==> config.mk <==
export PLATFORM = sky130hd
export DESIGN_NAME = dio48_port_block
export DESIGN_NICKNAME = d
export VERILOG_FILES = /design/src/rtl/dio48_pkg.sv /design/src/rtl/dio48_sync.sv /design/src/rtl/dio48_out_bank.sv /design/src/rtl/dio48_irq_bank.sv /design/src/rtl/dio48_port_block.sv
export SDC_FILE = /design/constraint.sdc
export NUM_CORES = 1
export LEC_CHECK = 0
export ABC_AREA = 1
export ABC_CLOCK_PERIOD_IN_PS = 2200
export BUFFER_PORTS_ARGS = -buffer_cell sky130_fd_sc_hd__buf_2
export CAP_MARGIN = 20
export CORE_ASPECT_RATIO = 0.6
export CORE_MARGIN = 5
export CORE_UTILIZATION = 55
export CTS_CLUSTER_DIAMETER = 200
export DETAILED_ROUTE_END_ITERATION = 10
export GPL_TIMING_DRIVEN = 1
export PLACE_DENSITY = 0.75
export SLEW_MARGIN = 30
export SYNTH_ARGS = -nofsm -noshare
export SYNTH_HDL_FRONTEND = slang
export SYNTH_HIERARCHICAL = 1
export SYNTH_SLANG_ARGS = --single-unit
==> constraint.sdc <==
create_clock -name clk_i -period 2.2 [get_ports clk_i]
set_input_delay 0.11 -clock clk_i [delete_from_list [all_inputs] [get_ports clk_i]]
set_output_delay 0.11 -clock clk_i [all_outputs]
set_load 0.03 [all_outputs]
==> src/rtl/dio48_pkg.sv <==
package dio48_pkg;
  typedef enum logic [1:0] {
    PG_NONE  = 2'd0,
    PG_POL   = 2'd1,
    PG_ENAB  = 2'd2,
    PG_IDENT = 2'd3
  } page_e;
endpackage

==> src/rtl/dio48_sync.sv <==
// Two-flop synchronizer for the sensed pin levels; idles high (pull-up).
module dio48_sync #(
  parameter int W = 48
) (
  input  logic         clk_i,
  input  logic         rst_ni,
  input  logic [W-1:0] d_i,
  output logic [W-1:0] q_o
);
  logic [W-1:0] meta_q, meta_d;
  logic [W-1:0] stab_q, stab_d;

  always_comb begin
    meta_d = d_i;
    stab_d = meta_q;
  end

  always_ff @(posedge clk_i or negedge rst_ni) begin
    if (!rst_ni) begin
      meta_q <= '1;
      stab_q <= '1;
    end else begin
      meta_q <= meta_d;
      stab_q <= stab_d;
    end
  end

  assign q_o = stab_q;
endmodule

==> src/rtl/dio48_out_bank.sv <==
// Per-port sink registers with lock gating.
module dio48_out_bank #(
  parameter int NUM_PORTS = 6,
  parameter int PORT_W    = 8
) (
  input  logic                        clk_i,
  input  logic                        rst_ni,
  input  logic [NUM_PORTS-1:0]        wr_sel_i,
  input  logic [NUM_PORTS-1:0]        lock_i,
  input  logic [PORT_W-1:0]           wdata_i,
  output logic [NUM_PORTS*PORT_W-1:0] sink_o
);
  genvar p;
  generate
    for (p = 0; p < NUM_PORTS; p++) begin : g_port
      logic [PORT_W-1:0] sink_q, sink_d;
      logic              load;

      always_comb begin
        load   = wr_sel_i[p] & ~lock_i[p];
        sink_d = load ? wdata_i : sink_q;
      end

      always_ff @(posedge clk_i or negedge rst_ni) begin
        if (!rst_ni) sink_q <= '0;
        else         sink_q <= sink_d;
      end

      assign sink_o[p*PORT_W +: PORT_W] = sink_q;
    end
  endgenerate
endmodule

==> src/rtl/dio48_irq_bank.sv <==
// Polarity, enable and edge-flag registers for the interrupt-capable ports.
module dio48_irq_bank #(
  parameter int IRQ_PORTS = 3,
  parameter int PORT_W    = 8,
  localparam int IRQ_LINES = IRQ_PORTS * PORT_W
) (
  input  logic                 clk_i,
  input  logic                 rst_ni,
  input  logic [IRQ_LINES-1:0] lvl_i,
  input  logic [IRQ_PORTS-1:0] wr_pol_i,
  input  logic [IRQ_PORTS-1:0] wr_enab_i,
  input  logic [IRQ_PORTS-1:0] wr_ident_i,
  input  logic [PORT_W-1:0]    wdata_i,
  output logic [IRQ_LINES-1:0] pol_o,
  output logic [IRQ_LINES-1:0] enab_o,
  output logic [IRQ_LINES-1:0] ident_o,
  output logic [IRQ_LINES-1:0] hit_o,
  output logic [IRQ_PORTS-1:0] pend_o,
  output logic                 irq_o
);
  logic [IRQ_LINES-1:0] prev_q, prev_d;
  logic [IRQ_LINES-1:0] pol_q, pol_d;
  logic [IRQ_LINES-1:0] enab_q, enab_d;
  logic [IRQ_LINES-1:0] ident_q, ident_d;
  logic [IRQ_LINES-1:0] rise, fall, hit;

  always_comb begin
    prev_d = lvl_i;
    rise   = lvl_i & ~prev_q;
    fall   = ~lvl_i & prev_q;
    hit    = enab_q & ((pol_q & rise) | (~pol_q & fall));
    pol_d   = pol_q;
    enab_d  = enab_q;
    ident_d = ident_q;
    for (int k = 0; k < IRQ_PORTS; k++) begin
      if (wr_pol_i[k])  pol_d[k*PORT_W +: PORT_W]  = wdata_i;
      if (wr_enab_i[k]) enab_d[k*PORT_W +: PORT_W] = wdata_i;
      if (wr_ident_i[k])
        ident_d[k*PORT_W +: PORT_W] = ident_q[k*PORT_W +: PORT_W] & wdata_i;
    end
    // a fresh edge outranks a clearing write
    ident_d = ident_d | hit;
  end

  always_ff @(posedge clk_i or negedge rst_ni) begin
    if (!rst_ni) begin
      prev_q  <= '1;
      pol_q   <= '0;
      enab_q  <= '0;
      ident_q <= '0;
    end else begin
      prev_q  <= prev_d;
      pol_q   <= pol_d;
      enab_q  <= enab_d;
      ident_q <= ident_d;
    end
  end

  genvar g;
  generate
    for (g = 0; g < IRQ_PORTS; g++) begin : g_pend
      assign pend_o[g] = |ident_q[g*PORT_W +: PORT_W];
    end
  endgenerate

  assign pol_o   = pol_q;
  assign enab_o  = enab_q;
  assign ident_o = ident_q;
  assign hit_o   = hit;
  assign irq_o   = |ident_q;
endmodule

==> src/rtl/dio48_port_block.sv <==
// Top: register decode, page/lock register, read mux.
// The page/lock register is exactly PORT_W = NUM_PORTS + 2 bits wide.
module dio48_port_block
  import dio48_pkg::*;
#(
  parameter int NUM_PORTS = 6,
  parameter int IRQ_PORTS = 3,
  parameter int PORT_W    = 8,
  parameter int ADDR_W    = 4
) (
  input  logic                        clk_i,
  input  logic                        rst_ni,
  input  logic                        bus_wr_i,
  input  logic [ADDR_W-1:0]           bus_addr_i,
  input  logic [PORT_W-1:0]           bus_wdata_i,
  output logic [PORT_W-1:0]           bus_rdata_o,
  input  logic [NUM_PORTS*PORT_W-1:0] pin_level_i,
  output logic [NUM_PORTS*PORT_W-1:0] pin_sink_o,
  output logic                        irq_o
);
  localparam int LINES     = NUM_PORTS * PORT_W;
  localparam int IRQ_LINES = IRQ_PORTS * PORT_W;
  localparam logic [ADDR_W-1:0] IDX_PEND  = ADDR_W'(NUM_PORTS);
  localparam logic [ADDR_W-1:0] IDX_PGLK  = ADDR_W'(NUM_PORTS + 1);
  localparam int                IDX_PAGED = NUM_PORTS + 2;

  page_e                page_q, page_d;
  logic [NUM_PORTS-1:0] lock_q, lock_d;
  logic [NUM_PORTS-1:0] port_wr;
  logic [IRQ_PORTS-1:0] paged_wr, wr_pol, wr_enab, wr_ident;
  logic [LINES-1:0]     lvl;
  logic [IRQ_LINES-1:0] pol, enab, ident, hit;
  logic [IRQ_PORTS-1:0] pend;

  dio48_sync #(.W(LINES)) u_sync (
    .clk_i  (clk_i),
    .rst_ni (rst_ni),
    .d_i    (pin_level_i),
    .q_o    (lvl)
  );

  // write decode
  always_comb begin
    for (int p = 0; p < NUM_PORTS; p++)
      port_wr[p] = bus_wr_i && (bus_addr_i == ADDR_W'(p));
    for (int k = 0; k < IRQ_PORTS; k++)
      paged_wr[k] = bus_wr_i && (bus_addr_i == ADDR_W'(IDX_PAGED + k));
    wr_pol   = (page_q == PG_POL)   ? paged_wr : '0;
    wr_enab  = (page_q == PG_ENAB)  ? paged_wr : '0;
    wr_ident = (page_q == PG_IDENT) ? paged_wr : '0;
  end

  // page/lock register next state
  always_comb begin
    page_d = page_q;
    lock_d = lock_q;
    if (bus_wr_i && bus_addr_i == IDX_PGLK) begin
      page_d = page_e'(bus_wdata_i[PORT_W-1 -: 2]);
      lock_d = bus_wdata_i[NUM_PORTS-1:0];
    end
  end

  always_ff @(posedge clk_i or negedge rst_ni) begin
    if (!rst_ni) begin
      page_q <= PG_NONE;
      lock_q <= '0;
    end else begin
      page_q <= page_d;
      lock_q <= lock_d;
    end
  end

  dio48_out_bank #(.NUM_PORTS(NUM_PORTS), .PORT_W(PORT_W)) u_out (
    .clk_i    (clk_i),
    .rst_ni   (rst_ni),
    .wr_sel_i (port_wr),
    .lock_i   (lock_q),
    .wdata_i  (bus_wdata_i),
    .sink_o   (pin_sink_o)
  );

  dio48_irq_bank #(.IRQ_PORTS(IRQ_PORTS), .PORT_W(PORT_W)) u_irq (
    .clk_i      (clk_i),
    .rst_ni     (rst_ni),
    .lvl_i      (lvl[IRQ_LINES-1:0]),
    .wr_pol_i   (wr_pol),
    .wr_enab_i  (wr_enab),
    .wr_ident_i (wr_ident),
    .wdata_i    (bus_wdata_i),
    .pol_o      (pol),
    .enab_o     (enab),
    .ident_o    (ident),
    .hit_o      (hit),
    .pend_o     (pend),
    .irq_o      (irq_o)
  );

  // read mux
  always_comb begin
    bus_rdata_o = '0;
    for (int p = 0; p < NUM_PORTS; p++)
      if (bus_addr_i == ADDR_W'(p))
        bus_rdata_o = ~lvl[p*PORT_W +: PORT_W];
    if (bus_addr_i == IDX_PEND)
      bus_rdata_o = PORT_W'(pend);
    if (bus_addr_i == IDX_PGLK)
      bus_rdata_o = {page_q, lock_q};
    for (int k = 0; k < IRQ_PORTS; k++)
      if (bus_addr_i == ADDR_W'(IDX_PAGED + k)) begin
        case (page_q)
          PG_POL:   bus_rdata_o = pol[k*PORT_W +: PORT_W];
          PG_ENAB:  bus_rdata_o = enab[k*PORT_W +: PORT_W];
          PG_IDENT: bus_rdata_o = ident[k*PORT_W +: PORT_W];
          default:  bus_rdata_o = '0;
        endcase
      end
  end
endmodule

==> results.cfg, run 1 <==
[status]
status = finished, final reports clean

[clock_network]
cts-root-buf = clkbuf_16
max-clock-path-buffers = 3
tritoncts = done
cts_buffers = 23
path_clk_slew_ps = 70
cts.sinks = 248
h-tree-depth = 1
clk_latency_ps = 520

[worst_setup_path]
critPathTopFamily = flip-flops
worstSetupPathType = flop to output port
r2r_cells = 5
regToRegSetupSlack_ps = 770
crit_start = u_sync/q_o[13]
r2r-start = page_q[0]
crit_buf_inv = 2
cp.required_ps = 2090
startpoint_type = flop
worstReg2RegEnd = u_irq/enab_o[13]
path_cells = inv_1, nand3_1, nand2_1, nor2_1, nand3_1, a21boi_1, nand4_1, buf_4
path_max_fanout = 4
crit_top_cell = nand3_1
worst_setup_path_end_kind = output port
slowest_delay_ps = 560
path_depth = 8
critPathCapture = bus_rdata_o[5]
slowest_stage = dfstp_2
arrival_ps = 2070

[synth]
syn_area_um2 = 10200
synthCells = 1020
syn-num-nets = 1083
syn_area_per_cell_um2 = 9.98
ys_warn_count = 6

[drt]
num_vias = 7830
ant_nets = 0
routedWlPerCell_um = 18.5
drt-initial-drc-count = 807
drt_first_pass_iters = 7
drc = 0
viasPerCell = 5.28
wl_mm = 27.5

[timing]
fin_tns_setup_ps = 0
setup_viol = 0
tightest_slew_ps = 532
hold_viol_final = 0
maxSlewHeadroom_pct = 64.5
finalCritPeriodShare_pct = 98.9
slew_viol_final = 0
fmax_mhz = 460
rsz0062_at_grt = yes
period_minus_slack_ps = 2180
holdWs_ps = 38.7
clock_skew_ps = 16.2

[final_layout]
num_antenna_cells = 0
multi_input_area_um2 = 3390
final_util_pct = 69.9
n_fill_cell = 1356
syn_to_final_growth_pct = 24.3
fin_cells = 1482
nets = 1289
final-seq-area_um2 = 6360
final_layout_size_suffix_gt1_share_pct = 31.9

[min_path]
hold_path_class = input pin to flop
min_from = bus_wr_i

[placed_design]
placed_cells = 1383
port-buffer-count = 119
hpwl_mm = 18.2
gp_congestion = 1.05

[floorplan]
core_um2 = 18100
dieArea_um2 = 21400
die_y_um = 115
rows = 38
start_util_pct = 56.2
ios = 120
die_w_um = 186

[flow_run]
cap_violations = 0

[pwr]
p_total_w = 0.0126
ir_drop_v = 0.000759
powerDensity_nw_per_um2 = 999
p_leak_nw = 6.11

[global_route]
grt.met3_usage_pct = 7.75
busiest_layer = met1
use_met2_pct = 35.7
grt_pass1_wl_mm = 42.9
gr-total-overflow = 0
grt_max_degree = 73
grt_pass1_vias = 7670
antenna_found_initial = 2
grtUsageTotal_pct = 25.8
use_met1_pct = 40.6
## cells in the final DEF, fill, tap and decap left out, types with 2 or more instances in the layout
cell / n
nand2_1: 319
dfrtp_1: 126
dfstp_2: 120
buf_2: 110
nand3_1: 108
inv_1: 76
o21ai_0: 73
dlygate4sd3_1: 49
nor2_1: 47
mux2_4: 30
buf_4: 29
clkbuf_16: 24
nand4_1: 12
inv_2: 11
nand2_4: 10
nand3b_1: 8
nor2_2: 7
a21oi_1: 6
clkbuf_8: 6
buf_6: 6
nor2_4: 5
or2_2: 5
or2_0: 5
clkbuf_1: 5
inv_4: 4
or2_1: 4
nand2_2: 4
nand3_2: 4
buf_12: 4
o21ai_1: 3
inv_6: 3
a21boi_1: 2
nor3_1: 2
clkinv_2: 2
bufinv_16: 2
dfrtp_2: 2
## how the worst min path moves through the flow
| stage | depth (start not counted) | end | slack [ps] |
|---|---|---|---|
| after floorplan | 0 | lock_q[0] | -190 |
| after global placement | 1 | u_irq/pol_o[14] | 80 |
| after detailed placement | 1 | u_irq/pol_o[14] | 90 |
| after CTS | 3 | page_q[0] | 20 |
| after global routing | 3 | page_q[0] | 30 |
| final | 3 | page_q[1] | 40 |
## sequential cells by signal, summed over array words and instances (netlist names), 6 cells and up
signal,count
u_irq/prev_q,24
u_irq/pol_o,24
u_out/g_port.sink_q,48
u_irq/enab_o,24
u_sync/meta_q,48
u_irq/ident_o,24
lock_q,6
u_sync/q_o,48
## area by class of cell
cell class / instances / share of cell area, %
Clock buffer: 34 / 5.35
Timing Repair Buffer: 201 / 11.7
Sequential cell: 248 / 50.3
Inverter: 92 / 2.81
Clock inverter: 7 / 0.761
Multi-Input combinational cell: 660 / 26.8
Tap cell: 240 / 2.37
## where the power goes
part / internal [W] / total [W] / switching [W]
clock network: 0.00238 / 0.00408 / 0.00171
logic: 0.000963 / 0.00268 / 0.00172
registers: 0.00536 / 0.00588 / 0.000515
## metal layers
metal / part of all wire [%] / vias up
met5: 0.098 / -
met3: 9.7 / 41
met4: 1.6 / 4
met1: 47 / 3738
li1: - / 3684
met2: 42 / 363
## repair_timing
action | CTS | global route
endpoints found under the hold margin | 126 | 0
gates resized for setup | 21 | 33
buffers inserted | 0 | 7
hold buffers | 49 | 0
setup endpoints to repair | 8 | 8
pin swaps | 1 | 13
cloned | 1 | 1
## worst register-to-register path, cell delays in order, from the launching register on
cell,delay (ps)
dfrtp_2,440
inv_2,110
nand2_4,90
nor2_1,110
buf_4,230
mux2_4,320
## per-stage QoR
stage	area [um^2]	setup slack, ps
6_report	12700	24.1
5_1_grt	12700	-17.6
4_1_cts	12500	-7.97
3_5_place_dp	11100	375
3_3_place_gp	11100	365
2_1_floorplan	10200	679
Power figures use the tool's default switching activity.
==> run 2: changes to the inputs <==
- SETUP_SLACK_MARGIN: unset -> 0.3
==> run 2 against run 1 <==
Against the previous run:
- first-iteration DRC count rose by 23%
- wire length rose by 4.3%
- die area did not move
- register-to-register slack got worse by 130 ps
- clock skew fell by 0.60 ps
- critical path type unchanged
- clock power barely moved
- critical path depth fell by 1
==> results.cfg, run 2 (synthesis gave the netlist of run 1 again) <==
[worst_setup_path]
path_max_fanout = 2
cp.required_ps = 2090
path_cells = nand3b_1, nand2_1, nor2_1, nand3_1, a21boi_2, nand4_1, buf_6
worstSetupPathType = flop to output port
arrival_ps = 2060
startpoint_type = flop
regToRegSetupSlack_ps = 640
crit_buf_inv = 1
slowest_stage = dfstp_2
worst_setup_path_end_kind = output port
slowest_delay_ps = 560
critPathTopFamily = simple AND/OR/NAND/NOR gates

[timing]
maxSlewHeadroom_pct = 65.7
rsz0062_at_grt = yes
slew_viol_final = 0
fmax_mhz = 461
finalCritPeriodShare_pct = 98.6
hold_viol_final = 0
fin_tns_setup_ps = 0
setup_viol = 0
period_minus_slack_ps = 2170
tightest_slew_ps = 515
clock_skew_ps = 15.6

[final_layout]
num_antenna_cells = 0
nets = 1310
design_area_um2 = 13000
layout_common_cells = nand2_1 (313), dfrtp_1 (126), dfstp_2 (120)
syn_to_final_growth_pct = 27.2
layout_commonest_cell = nand2_1
final_layout_size_suffix_gt1_share_pct = 34.3

[pwr]
p_leak_nw = 6.26
powerDensity_nw_per_um2 = 997
ir_drop_v = 0.000759

[clock_network]
cts-root-buf = clkbuf_16
clk_latency_ps = 520
cts.sinks = 248
max-clock-path-buffers = 3
tritoncts = done
path_clk_slew_ps = 70
h-tree-depth = 1
cts_buffers = 23

[drt]
num_vias = 8113
ant_nets = 0
drt-initial-drc-count = 989
drc = 0
viasPerCell = 5.40
drt_first_pass_iters = 6
routedWlPerCell_um = 19.1
wl_mm = 28.7

[placed_design]
gp_congestion = 1.05
hpwl_mm = 18.2
port-buffer-count = 119
dpl_cell_area_um2 = 11100

[floorplan]
die_y_um = 115
ios = 120
core_um2 = 18100
die_w_um = 186
rows = 38
dieArea_um2 = 21400
start_util_pct = 56.2

[global_route]
gr-total-overflow = 0
use_met1_pct = 41.1
grt_pass1_wl_mm = 43.8
grt_max_degree = 73
busiest_layer = met1
antenna_found_initial = 2
grtUsageTotal_pct = 26.5
use_met2_pct = 37.0
grt.met3_usage_pct = 8.09
grt_pass1_vias = 7847

[status]
status = finished, final reports clean

[min_path]
hold_path_class = input pin to flop

[flow_run]
cap_violations = 0
run 2: cell types whose count changed in the layout (fill, tap and decap cells not counted), sizes merged:
cell,previous run,this run
buf,150,171
clkbuf,35,36
bufbuf,1,0
run 2: layout make-up:
type,instances,area (um^2)
Tap cell,240,300
Clock buffer,34,677
Inverter,92,365
Sequential cell,248,6360
Fill cell,1289,5160
Timing Repair Buffer,222,1700
Clock inverter,7,96.3
Multi-Input combinational cell,660,3450
run 2: report_power, final:
part | total, W | switching (W) | leakage, nW | internal (W)
Clock | 0.00409 | 0.00171 | 0.382 | 0.00238
Sequential | 0.00588 | 0.000517 | 2.78 | 0.00536
Combinational | 0.00294 | 0.00184 | 3.10 | 0.00110
run 2: final timing paths:
| check | start | endpoint | depth (start not counted) |
|---|---|---|---|
| worst min register to register | u_sync/meta_q[36] | u_sync/q_o[36] | 0 |
| worst min-delay path | bus_wr_i | page_q[1] | 3 |
| max in group asynchronous | rst_ni | u_sync/meta_q[25] | 3 |
| worst max register to register | page_q[0] | u_irq/enab_o[13] | 6 |
| min in group asynchronous | rst_ni | u_irq/pol_o[14] | 2 |
| worst max-delay path | u_sync/q_o[4] | bus_rdata_o[4] | 7 |
run 2: tightest hold or removal path, stage by stage:
cell and delay [ps]:
buf_2 180, nand2_8 150, a21oi_1 80
run 2: through the flow:
stage | util (%) | instances | power (W) | hold WS (ps) | worst slack (ps)
floorplan | - | 1020 | 0.00735 | -186 | 679
global route | 71.5 | 1503 | 0.0135 | 25.9 | 9.80
CTS | 70.4 | 1494 | 0.0127 | 25.0 | 82.0
finish | 71.5 | 1503 | 0.0129 | 30.3 | 31.8
global placement | 61.4 | 1383 | 0.00823 | 84.1 | 365
detailed placement | 61.4 | 1383 | 0.00830 | 85.0 | 375
run 2: layer usage:
metal,part of all wire (%),vias to the layer above,wire [um]
li1,-,3722,-
met1,45,3858,12800
met2,42,451,12000
met3,11,78,3170
met4,2.3,4,660
met5,0.094,-,27
run 2: repair_timing:
| action | 4_1_cts | 5_1_grt |
|---|---|---|
| pin swaps | 17 | 18 |
| buffers inserted | 19 | 7 |
| setup endpoints to repair | 9 | 9 |
| gates cloned | 2 | 2 |
| hold endpoints to repair | 126 | 0 |
| gates resized for setup | 58 | 27 |
| hold buffers | 49 | 0 |
==> run 3: changes to the inputs <==
- BUFFER_PORTS_ARGS: -buffer_cell sky130_fd_sc_hd__buf_2 -> unset
- DONT_BUFFER_PORTS: unset -> 1
- PLACE_DENSITY: 0.75 -> 0.69
==> run 3 against run 2 <==
Against the previous run:
- the run now ends with hold timing, setup timing left
- combinational power down 28%
- fmax fell by 2.5%
- clock skew is 4.4 ps lower
- wire length fell by 1.6%
- total power decreased by 4.0%
- first-iteration DRC count shrank 9.7%
- register-to-register slack better by 130 ps
- via count is 5.3% lower
- critical path depth stayed put
- global-route usage shrank 0.25 points
- final cell count fell by 7.3%
- critical endpoint unchanged
==> results.cfg, run 3 (synthesis gave the netlist of run 1 again) <==
[floorplan]
die_w_um = 186
start_util_pct = 56.2
rows = 38
dieArea_um2 = 21400
die_y_um = 115
ios = 120
core_um2 = 18100

[final_layout]
nets = 1199
syn_to_final_growth_pct = 19.9
layout_commonest_cell = nand2_1
final_util_pct = 67.4
design_area_um2 = 12200
layout_common_cells = nand2_1 (319), dfrtp_1 (128), dfstp_2 (120)
num_antenna_cells = 0
n_fill_cell = 1369
final-seq-area_um2 = 6360
multi_input_area_um2 = 3410
final_layout_size_suffix_gt1_share_pct = 26.5

[timing]
tightest_slew_ps = 1030
rsz0062_at_grt = yes
hold_viol_final = 248
fin_ws_ps = -23.0
clock_skew_ps = 11.3
fmax_mhz = 450
finalCritPeriodShare_pct = 101
setup_viol = 1
maxSlewHeadroom_pct = 31.3
slew_viol_final = 0
period_minus_slack_ps = 2220
holdWs_ps = -698

[clock_network]
tritoncts = done
h-tree-depth = 1
cts_hold_buf = 58
path_clk_slew_ps = 70
cts-root-buf = clkbuf_16
clk_latency_ps = 530
max-clock-path-buffers = 3
cts_buffers = 23
cts.sinks = 248

[drt]
drc = 0
num_vias = 7683
drt_first_pass_iters = 6
routedWlPerCell_um = 20.2
ant_nets = 0
viasPerCell = 5.52
wl_mm = 28.2
drt-initial-drc-count = 893

[min_path]
hold_path_class = input pin to async pin

[placed_design]
gp_congestion = 0.992
port-buffer-count = 0
hpwl_mm = 17.7
pre_cts_ws_ps = 406
dpl_cell_area_um2 = 10400

[pwr]
powerDensity_nw_per_um2 = 1010
ir_drop_v = 0.000730
p_leak_nw = 5.71
p_total_w = 0.0124

[worst_setup_path]
cp.required_ps = 2090
arrival_ps = 2110
path_cells = inv_1, nand3_1, nand2_2, nor2_2, nand3_2, a21boi_2, nand4_1
critPathTopFamily = simple AND/OR/NAND/NOR gates
slowest_stage = dfstp_2
worstSetupPathType = flop to output port
slowest_delay_ps = 580
crit_buf_inv = 1
worst_setup_path_end_kind = output port
path_max_fanout = 4
startpoint_type = flop

[global_route]
antenna_found_initial = 0
use_met1_pct = 41.1
grt.met3_usage_pct = 7.43
grt_max_degree = 249
gr-total-overflow = 0
grtUsageTotal_pct = 26.3
grt_pass1_vias = 7286
use_met2_pct = 36.6
busiest_layer = met1
grt_pass1_wl_mm = 42.7

[flow_run]
cap_violations = 0

[status]
violations = hold timing, setup timing
status = finished, violations left
-- run 3: changes by cell type in the layout (fill, tap and decap cells not counted), sizes merged --
cell         before  now
buf             171   57
inv              94   93
dlygate4sd3      49   54
clkinv            3    6
clkbuf           36   33
-- run 3: final timing paths --
kind	cells past startpoint	end	startpoint	slack [ps]
hold / removal	0	u_irq/pol_o[3]	rst_ni	-700
setup reg to reg	6	u_irq/ident_o[17]	page_q[1]	770
setup / recovery	7	bus_rdata_o[4]	u_sync/q_o[12]	-20
hold reg to reg	0	u_sync/q_o[24]	u_sync/meta_q[24]	350
min in group clk_i	3	u_irq/pol_o[0]	bus_wdata_i[0]	80
max in group asynchronous	0	u_irq/prev_q[14]	rst_ni	2500
-- run 3: metal layers --
layer,part of all wire [%],vias to the layer above
li1,-,3499
met1,45,3701
met2,41,410
met3,12,73
met4,2.4,0
met5,0,-
-- run 3: area by class of cell --
class                      count  share of cell area, %
timing repair buffer         111                   8.51
clock buffer                  33                   5.27
inverter                      92                   2.93
multi-input combinational    660                   27.9
clock inverter                 9                  0.840
sequential                   248                   52.1
tap                          240                   2.46
-- run 3: what timing repair did --
action | in CTS | in global routing
setup endpoints to repair | 9 | 9
pin swaps | 21 | 26
setup buffers | 17 | 17
endpoints found under the hold margin | 424 | 248
resized for setup | 38 | 15
gates cloned | 2 | 0
-- run 3: power by group --
part           internal [W]  switching [W]
Combinational      0.000902        0.00123
Sequential          0.00535       0.000891
Clock               0.00228        0.00173
-- run 3: through the flow --
stage	cells	TNS [ps]
floorplan	1020	0
global placement	1257	0
detailed placement	1257	0
CTS	1376	-16.1
global route	1393	-280
finish	1393	-23.0
-- run 3: worst register-to-register path, stage by stage, from the launching register on --
cell     delay, ps
dfrtp_1        430
nand2_2        110
buf_4          170
nor2_1         140
inv_1          180
o21ai_0        210
nand2_1         90
